File: src/rtl/dfp_pkg.sv
package dfp_pkg;
    localparam int WORD_W    = 16;
    localparam int Q_DEPTH   = 16;
    localparam int REQ_LEVEL = 4;
    localparam int STROBE_LAG = 2;

    typedef struct packed {
        logic late;
        logic ovf;
        logic udf;
    } err_flags_t;
endpackage

File: src/rtl/dfp_queue.sv
module dfp_queue #(
    parameter int WIDTH = 16,
    parameter int DEPTH = 16,
    localparam int AW = (DEPTH > 1) ? $clog2(DEPTH) : 1,
    localparam int CW = $clog2(DEPTH + 1)
) (
    input  logic             clk,
    input  logic             rst_n,
    input  logic             clr_i,
    input  logic             push_i,
    input  logic [WIDTH-1:0] wdata_i,
    input  logic             pop_i,
    output logic [WIDTH-1:0] head_o,
    output logic [CW-1:0]    count_o,
    output logic             drop_o,
    output logic             starve_o
);
    typedef struct packed {
        logic [DEPTH-1:0][WIDTH-1:0] mem;
        logic [AW-1:0]               wp;
        logic [AW-1:0]               rp;
        logic [CW-1:0]               cnt;
    } q_state_t;

    q_state_t st_d, st_q;
    logic     full, empty, take, give;

    function automatic logic [AW-1:0] bump(input logic [AW-1:0] p);
        return (p == AW'(DEPTH - 1)) ? '0 : p + AW'(1);
    endfunction

    always_comb begin
        st_d  = st_q;
        full  = (st_q.cnt == CW'(DEPTH));
        empty = (st_q.cnt == '0);
        take  = push_i && !full && !clr_i;
        give  = pop_i && !empty && !clr_i;
        if (clr_i) begin
            st_d.wp  = '0;
            st_d.rp  = '0;
            st_d.cnt = '0;
        end else begin
            if (take) begin
                st_d.mem[st_q.wp] = wdata_i;
                st_d.wp           = bump(st_q.wp);
            end
            if (give) begin
                st_d.rp = bump(st_q.rp);
            end
            st_d.cnt = st_q.cnt + CW'(take) - CW'(give);
        end
    end

    always_ff @(posedge clk) begin
        if (!rst_n) begin
            st_q <= '0;
        end else begin
            st_q <= st_d;
        end
    end

    assign head_o   = empty ? '0 : st_q.mem[st_q.rp];
    assign count_o  = st_q.cnt;
    assign drop_o   = push_i && full && !clr_i;
    assign starve_o = pop_i && empty && !clr_i;

    // a refused push leaves a full queue full
    assert_drop_keeps_full_R10: assert property (@(posedge clk) disable iff (!rst_n)
        (push_i && !pop_i && !clr_i && count_o == CW'(DEPTH)) |=> (count_o == CW'(DEPTH)));

    // popping an empty queue cannot make it non-empty without a push
    assert_starve_stays_empty_R9: assert property (@(posedge clk) disable iff (!rst_n)
        (pop_i && !push_i && count_o == '0) |=> (count_o == '0));
endmodule

File: src/rtl/dfp_req_gate.sv
module dfp_req_gate #(
    parameter int LEVEL_MAX   = 16,
    parameter int THRESH      = 4,
    parameter int DELAY       = 2,
    parameter int RESET_LEVEL = 0,
    parameter bit HAS_DRAIN   = 1'b0,
    localparam int CW   = $clog2(LEVEL_MAX + 1),
    localparam int TAIL = DELAY - 1
) (
    input  logic          clk,
    input  logic          rst_n,
    input  logic [CW-1:0] level_i,
    input  logic          block_i,
    input  logic          rearm_i,
    input  logic          drain_i,
    output logic          req_o
);
    typedef struct packed {
        logic [DELAY-1:0][CW-1:0] lvl;
        logic [DELAY-1:0]         blk;
        logic [DELAY-1:0]         rea;
        logic [DELAY-1:0]         drn;
        logic                     arm;
        logic                     hold;
    } gate_state_t;

    gate_state_t g_d, g_q, g_rst;

    always_comb begin
        g_rst      = '0;
        g_rst.lvl  = {DELAY{CW'(RESET_LEVEL)}};
        g_rst.arm  = 1'b1;
    end

    always_comb begin
        g_d        = g_q;
        g_d.lvl[0] = level_i;
        g_d.blk[0] = block_i;
        g_d.rea[0] = rearm_i;
        g_d.drn[0] = drain_i;
        for (int i = 1; i < DELAY; i++) begin
            g_d.lvl[i] = g_q.lvl[i-1];
            g_d.blk[i] = g_q.blk[i-1];
            g_d.rea[i] = g_q.rea[i-1];
            g_d.drn[i] = g_q.drn[i-1];
        end
        if (g_q.blk[TAIL]) begin
            g_d.arm = 1'b0;
        end else if (g_q.rea[TAIL]) begin
            g_d.arm = 1'b1;
        end
        if (HAS_DRAIN) begin
            if (g_q.drn[TAIL]) begin
                g_d.hold = 1'b1;
            end else if (g_q.lvl[TAIL] == CW'(LEVEL_MAX)) begin
                g_d.hold = 1'b0;
            end
        end else begin
            g_d.hold = 1'b0;
        end
    end

    always_ff @(posedge clk) begin
        if (!rst_n) begin
            g_q <= g_rst;
        end else begin
            g_q <= g_d;
        end
    end

    assign req_o = g_q.arm && !g_q.hold && (g_q.lvl[TAIL] >= CW'(THRESH));

    // a block strobe reaching the end of its lag silences the request
    assert_block_silences_R5: assert property (@(posedge clk) disable iff (!rst_n)
        g_q.blk[TAIL] |=> !req_o);

    // an empty-wait strobe reaching the end of its lag silences the request
    assert_drain_silences_R6: assert property (@(posedge clk) disable iff (!rst_n)
        g_q.drn[TAIL] |=> !req_o);
endmodule

File: src/rtl/disk_fifo_pair.sv
module disk_fifo_pair
    import dfp_pkg::*;
#(
    parameter int WIDTH  = WORD_W,
    parameter int DEPTH  = Q_DEPTH,
    parameter int THRESH = REQ_LEVEL,
    parameter int DELAY  = STROBE_LAG,
    localparam int CW = $clog2(DEPTH + 1)
) (
    input  logic             clk,
    input  logic             rst_n,
    input  logic             host_wr_en,
    input  logic [WIDTH-1:0] host_wr_data,
    input  logic             disk_rd_en,
    output logic [WIDTH-1:0] disk_rd_data,
    input  logic             disk_wr_en,
    input  logic [WIDTH-1:0] disk_wr_data,
    input  logic             host_rd_en,
    output logic [WIDTH-1:0] host_rd_data,
    input  logic             out_block,
    input  logic             in_block,
    input  logic             out_drain_wait,
    input  logic             in_clear,
    output logic             out_req,
    output logic             in_req,
    output logic             out_drained,
    output logic             data_late,
    output logic             overflow,
    output logic             underflow
);
    logic [CW-1:0] out_level, in_level, out_free;
    logic          out_drop, out_starve, in_drop, in_starve;
    err_flags_t    err_d, err_q;

    dfp_queue #(.WIDTH(WIDTH), .DEPTH(DEPTH)) u_outq (
        .clk(clk), .rst_n(rst_n), .clr_i(1'b0),
        .push_i(host_wr_en), .wdata_i(host_wr_data), .pop_i(disk_rd_en),
        .head_o(disk_rd_data), .count_o(out_level),
        .drop_o(out_drop), .starve_o(out_starve)
    );

    dfp_queue #(.WIDTH(WIDTH), .DEPTH(DEPTH)) u_inq (
        .clk(clk), .rst_n(rst_n), .clr_i(in_clear),
        .push_i(disk_wr_en), .wdata_i(disk_wr_data), .pop_i(host_rd_en),
        .head_o(host_rd_data), .count_o(in_level),
        .drop_o(in_drop), .starve_o(in_starve)
    );

    assign out_free = CW'(DEPTH) - out_level;

    dfp_req_gate #(.LEVEL_MAX(DEPTH), .THRESH(THRESH), .DELAY(DELAY),
                   .RESET_LEVEL(DEPTH), .HAS_DRAIN(1'b1)) u_out_gate (
        .clk(clk), .rst_n(rst_n), .level_i(out_free),
        .block_i(out_block), .rearm_i(host_wr_en), .drain_i(out_drain_wait),
        .req_o(out_req)
    );

    dfp_req_gate #(.LEVEL_MAX(DEPTH), .THRESH(THRESH), .DELAY(DELAY),
                   .RESET_LEVEL(0), .HAS_DRAIN(1'b0)) u_in_gate (
        .clk(clk), .rst_n(rst_n), .level_i(in_level),
        .block_i(in_block), .rearm_i(host_rd_en), .drain_i(1'b0),
        .req_o(in_req)
    );

    always_comb begin
        err_d = err_q;
        if (in_clear) begin
            err_d = '0;
        end else begin
            err_d.late = err_q.late | out_starve;
            err_d.ovf  = err_q.ovf | out_drop | in_drop;
            err_d.udf  = err_q.udf | in_starve;
        end
    end

    always_ff @(posedge clk) begin
        if (!rst_n) begin
            err_q <= '0;
        end else begin
            err_q <= err_d;
        end
    end

    assign out_drained = (out_level == '0);
    assign data_late   = err_q.late;
    assign overflow    = err_q.ovf;
    assign underflow   = err_q.udf;

    // data-late is raised by a starved disk pop and then held
    assert_late_on_starve_R7: assert property (@(posedge clk) disable iff (!rst_n)
        (disk_rd_en && out_drained && !in_clear) |=> data_late);
    assert_late_sticky_R7: assert property (@(posedge clk) disable iff (!rst_n)
        (data_late && !in_clear) |=> data_late);

    // the clear strobe empties the inbound queue and wipes the flags
    assert_clear_empties_R8: assert property (@(posedge clk) disable iff (!rst_n)
        in_clear |=> (in_level == '0 && !data_late && !overflow && !underflow));
endmodule

File: config.mk
export PLATFORM = sky130hd
export DESIGN_NAME = disk_fifo_pair
export DESIGN_NICKNAME = d
export VERILOG_FILES = /design/src/rtl/dfp_pkg.sv /design/src/rtl/dfp_queue.sv /design/src/rtl/dfp_req_gate.sv /design/src/rtl/disk_fifo_pair.sv
export SDC_FILE = /design/constraint.sdc
export NUM_CORES = 1
export LEC_CHECK = 0
export BUFFER_PORTS_ARGS = -buffer_cell sky130_fd_sc_hd__buf_2
export CORE_MARGIN = 1
export CORE_UTILIZATION = 57
export DETAILED_ROUTE_END_ITERATION = 6
export GPL_TIMING_DRIVEN = 0
export PLACE_DENSITY = 0.74
export SYNTH_ARGS = -nofsm -noshare
export SYNTH_HDL_FRONTEND = slang
export SYNTH_SLANG_ARGS = --single-unit
File: constraint.sdc
create_clock -name clk -period 3.95 [get_ports clk]
set_input_delay 0.5925 -clock clk [delete_from_list [all_inputs] [get_ports clk]]
set_output_delay 0.5925 -clock clk [all_outputs]
set_load 0.05 [all_outputs]
==> impl_results.rst <==
.. list-table::
   :header-rows: 1

   * - Metric
     - Value
   * - Status
     - finished clean
   * - Final worst setup slack
     - 0.09146 ns
   * - Number of cells produced by synthesis
     - 2686
   * - H-tree levels
     - 2
   * - Count of pins over their slew limit
     - 0
   * - Clk_lat worst skew
     - 0.63 ns
   * - Most used standard cells in the synthesized netlist
     - 570 x sky130_fd_sc_hd__dfxtp_1, 555 x sky130_fd_sc_hd__nand2_1, 285 x sky130_fd_sc_hd__a21oi_1
   * - Clock sinks
     - 570
   * - Total vias in the final route
     - 21117
   * - CP Class
     - reg -> out
   * - Number of clock buffers inserted by TritonCTS
     - 57
   * - Final worst hold slack
     - 0.1971 ns
   * - Cell total after placement
     - 3281
   * - Worst slack at placement
     - 0.3149 ns
   * - Largest voltage drop on the vdd net
     - 0.0003831 V
   * - Ratio of cells with drive above 1 in the final layout
     - 12.41%
   * - Sequential cell area fraction in the yosys report
     - 47.33%
   * - Standby leakage power
     - 9.333 nW
   * - Data arrival time of the worst path
     - 3.27 ns
   * - Async SR Flop Fraction
     - 0%
   * - Hold violation count in the final report
     - 0
   * - Leading post-synthesis cells by cell area
     - sky130_fd_sc_hd__dfxtp_1 47%, sky130_fd_sc_hd__nand2_1 8.6%, sky130_fd_sc_hd__mux4_2 6.1%
   * - Post-synthesis area per instance
     - 8.975 sq um
   * - CTS max path bufs
     - 3
   * - Clock-pin slew on the worst setup and hold paths
     - 0.06 ns
   * - Net count after synthesis
     - 2756
   * - Endpoint kind of the worst setup timing path
     - primary output
   * - Number of buffer cells added on primary ports
     - 63
   * - CTS tree
     - yes
   * - Synthesis-stage register bit count
     - 570
   * - Unrepaired setup endpoints after global routing
     - true
   * - # setup viols final
     - 0
   * - Vias in the first global route
     - 20157
   * - Achievable clock frequency
     - 259.2 MHz
   * - Top Ports
     - 80
   * - Full die area
     - 0.04312 sq mm
   * - Non-Filler Instances
     - 3386
   * - Largest fanout on the critical path
     - 10
   * - Count of synthesis-stage warnings from yosys
     - 0
   * - Detailed-route wire length per cell
     - 21.73 um
   * - Path class of the lowest-slack min-delay path
     - in -> reg
   * - CP max stage cell
     - sky130_fd_sc_hd__o21ai_1
   * - Cell Chain, Critical Path
     - inv_1 > ha_1 > and2_1 > ha_1 > or2_2 > buf_1 > clkbuf_1 > o21ai_1 > clkbuf_4
   * - Power Dens Cells
     - 508.1 mW/mm^2
   * - Number of violations of the max-capacitance limit
     - 0
   * - Placed wire-length estimate
     - 52120 um
   * - Initial DRC Count
     - 1983
   * - Most prevalent standard cell on the critical path
     - sky130_fd_sc_hd__ha_1
   * - Tot GR Track Use
     - 33.46%
   * - Actual slew at the worst max-slew pin
     - 0.8390 ns
   * - Max-slew headroom
     - 43.28%
   * - Routed WL
     - 73590 um
   * - Global-route wire length before repair
     - 112700 um
   * - Fraction of post-synthesis cell area in the top cell type by area
     - 47.33%
   * - Final TNS setup
     - 0 ns
   * - DRT Pass-1 Iters
     - 6
   * - Width of the die
     - 207.7 um
   * - Netlist Area Pre-Place
     - 0.02411 sq mm
   * - Largest clock skew in the final design
     - 0.01702 ns
   * - Number of nets still failing antenna checks after routing
     - 0
   * - Area leader, netlist
     - sky130_fd_sc_hd__dfxtp_1
   * - Min Tclk post-route
     - 3.859 ns
   * - Cell Rows
     - 74
   * - Critical Path Max Stage Delay
     - 0.39 ns
   * - Final-stage net count
     - 2878
   * - Most used flip-flop cell after synthesis
     - sky130_fd_sc_hd__dfxtp_1
   * - GP Congestion
     - 0.9493
   * - CP startpoint kind
     - register
   * - Critical Path RT
     - 3.36 ns
   * - Number of flops mapped to enable cells by yosys
     - 0
   * - Initial cell density of the core
     - 58.38%
   * - Pin count of the biggest net entering global routing
     - 15
   * - Most repeated cell in the gate-level netlist after synthesis
     - sky130_fd_sc_hd__dfxtp_1
   * - Post-synth cell types
     - 59
   * - P&R area growth vs syn
     - 12.03%
   * - DRC viols
     - 0
   * - Clock root buffer
     - sky130_fd_sc_hd__clkbuf_16
   * - Floorplan Core Area
     - 0.04129 sq mm
   * - Cts hold-fix bufs
     - 0
   * - Final worst-path cycle share
     - 97.68%
   * - Aggregate global routing overflow
     - 0
   * - Vias/cell
     - 6.237
   * - Number of antenna violations at the first check in global routing
     - 1
   * - Vertical die dimension
     - 207.7 um
critical path, delay by kind of cell, from the launching register on:
family,cells,cell delay [ns]
compound gates,1,0.39
fa+ha+maj,2,0.54
buf+inv,4,0.88
flops,1,0.34
simple gates,2,0.50
placed cells by master (no fill, tap or decap), types with 34 or more instances in the layout:
cell type	count
sky130_fd_sc_hd__clkbuf_16	59
sky130_fd_sc_hd__buf_2	137
sky130_fd_sc_hd__mux2i_1	82
sky130_fd_sc_hd__clkbuf_1	167
sky130_fd_sc_hd__mux4_2	65
sky130_fd_sc_hd__nand2_1	555
sky130_fd_sc_hd__nor2_1	34
sky130_fd_sc_hd__o21ai_0	267
sky130_fd_sc_hd__nand3_1	264
sky130_fd_sc_hd__dfxtp_1	570
sky130_fd_sc_hd__a21oi_1	285
sky130_fd_sc_hd__a22oi_1	47
where the power goes:
group	internal (W)	leakage [nW]	switching (W)	total [W]
Combinational	0.000698	3.80	0.00155	0.00225
Clock	0.00320	0.931	0.00228	0.00549
Sequential	0.00590	4.60	0.0000851	0.00599
state kept, by name, indices dropped and copies added (netlist names), 5 cells and up:
register,flops
u_inq.st_q,264
u_inq.count_o,5
u_in_gate.g_d,5
u_out_gate.g_q,10
u_outq.count_o,5
u_out_gate.g_d,8
u_outq.st_q,264
u_in_gate.g_q,6
logic make-up after synthesis:
kind of cell,Yosys count,share of synthesized area [%]
adder cells (fa/ha/maj),28,1.515
flip-flops,570,47.33
AND/OR/NAND/NOR,959,18.01
buffers and inverters,282,5.081
multiplexers,193,13.56
AO/OA/AOI/OAI,639,13.96
XOR/XNOR,15,0.5450
through the flow:
stage	instance area (sq um)	util [%]	total power [W]
6_report	27010	65.40	0.01372
5_1_grt	27010	65.40	0.01413
4_1_cts	26980	65.34	0.01370
3_5_place_dp	25090	60.76	0.008309
3_3_place_gp	25090	60.76	0.008260
2_1_floorplan	24110	-	0.007656
routing by layer:
metal  share of wire [%]  vias to the layer above  track usage (%)
li1                    -                     9606                -
met2                  48                     1063            56.62
met4                 5.7                        0            19.51
met1                  38                    10211            40.90
met5                   0                        -                0
met3                 8.4                      237            4.644
area by class of cell:
| type | count | area (sq um) |
|---|---|---|
| antenna | 1 | 2.502 |
| buffer | 259 | 1146 |
| clock buffer | 89 | 1699 |
| clock inverter | 15 | 185.2 |
| fill | 3375 | 14290 |
| inverter | 23 | 86.33 |
| multi-input combinational | 1834 | 11490 |
| sequential | 570 | 11410 |
| tap | 532 | 665.6 |
| timing repair buffer | 63 | 325.3 |
what timing repair did:
action / in CTS / in global routing
setup buffers: 0 / 0
endpoints found under the setup margin: 11 / 11
resized for setup: 5 / 11
worst paths after layout:
check | start | to | slack [ns] | cells after the start
worst max-delay path | u_outq.count_o[1] | disk_rd_data[10] | 0.09 | 9
worst min-delay path | in_block | u_in_gate.g_d[7] | 0.20 | 2
worst max register to register | u_inq.count_o[2] | u_inq.count_o[4] | 0.53 | 12
worst min register to register | u_out_gate.g_d[17] | u_out_gate.g_q[17] | 0.41 | 1
No activity file was read; power rests on OpenSTA's default activity.
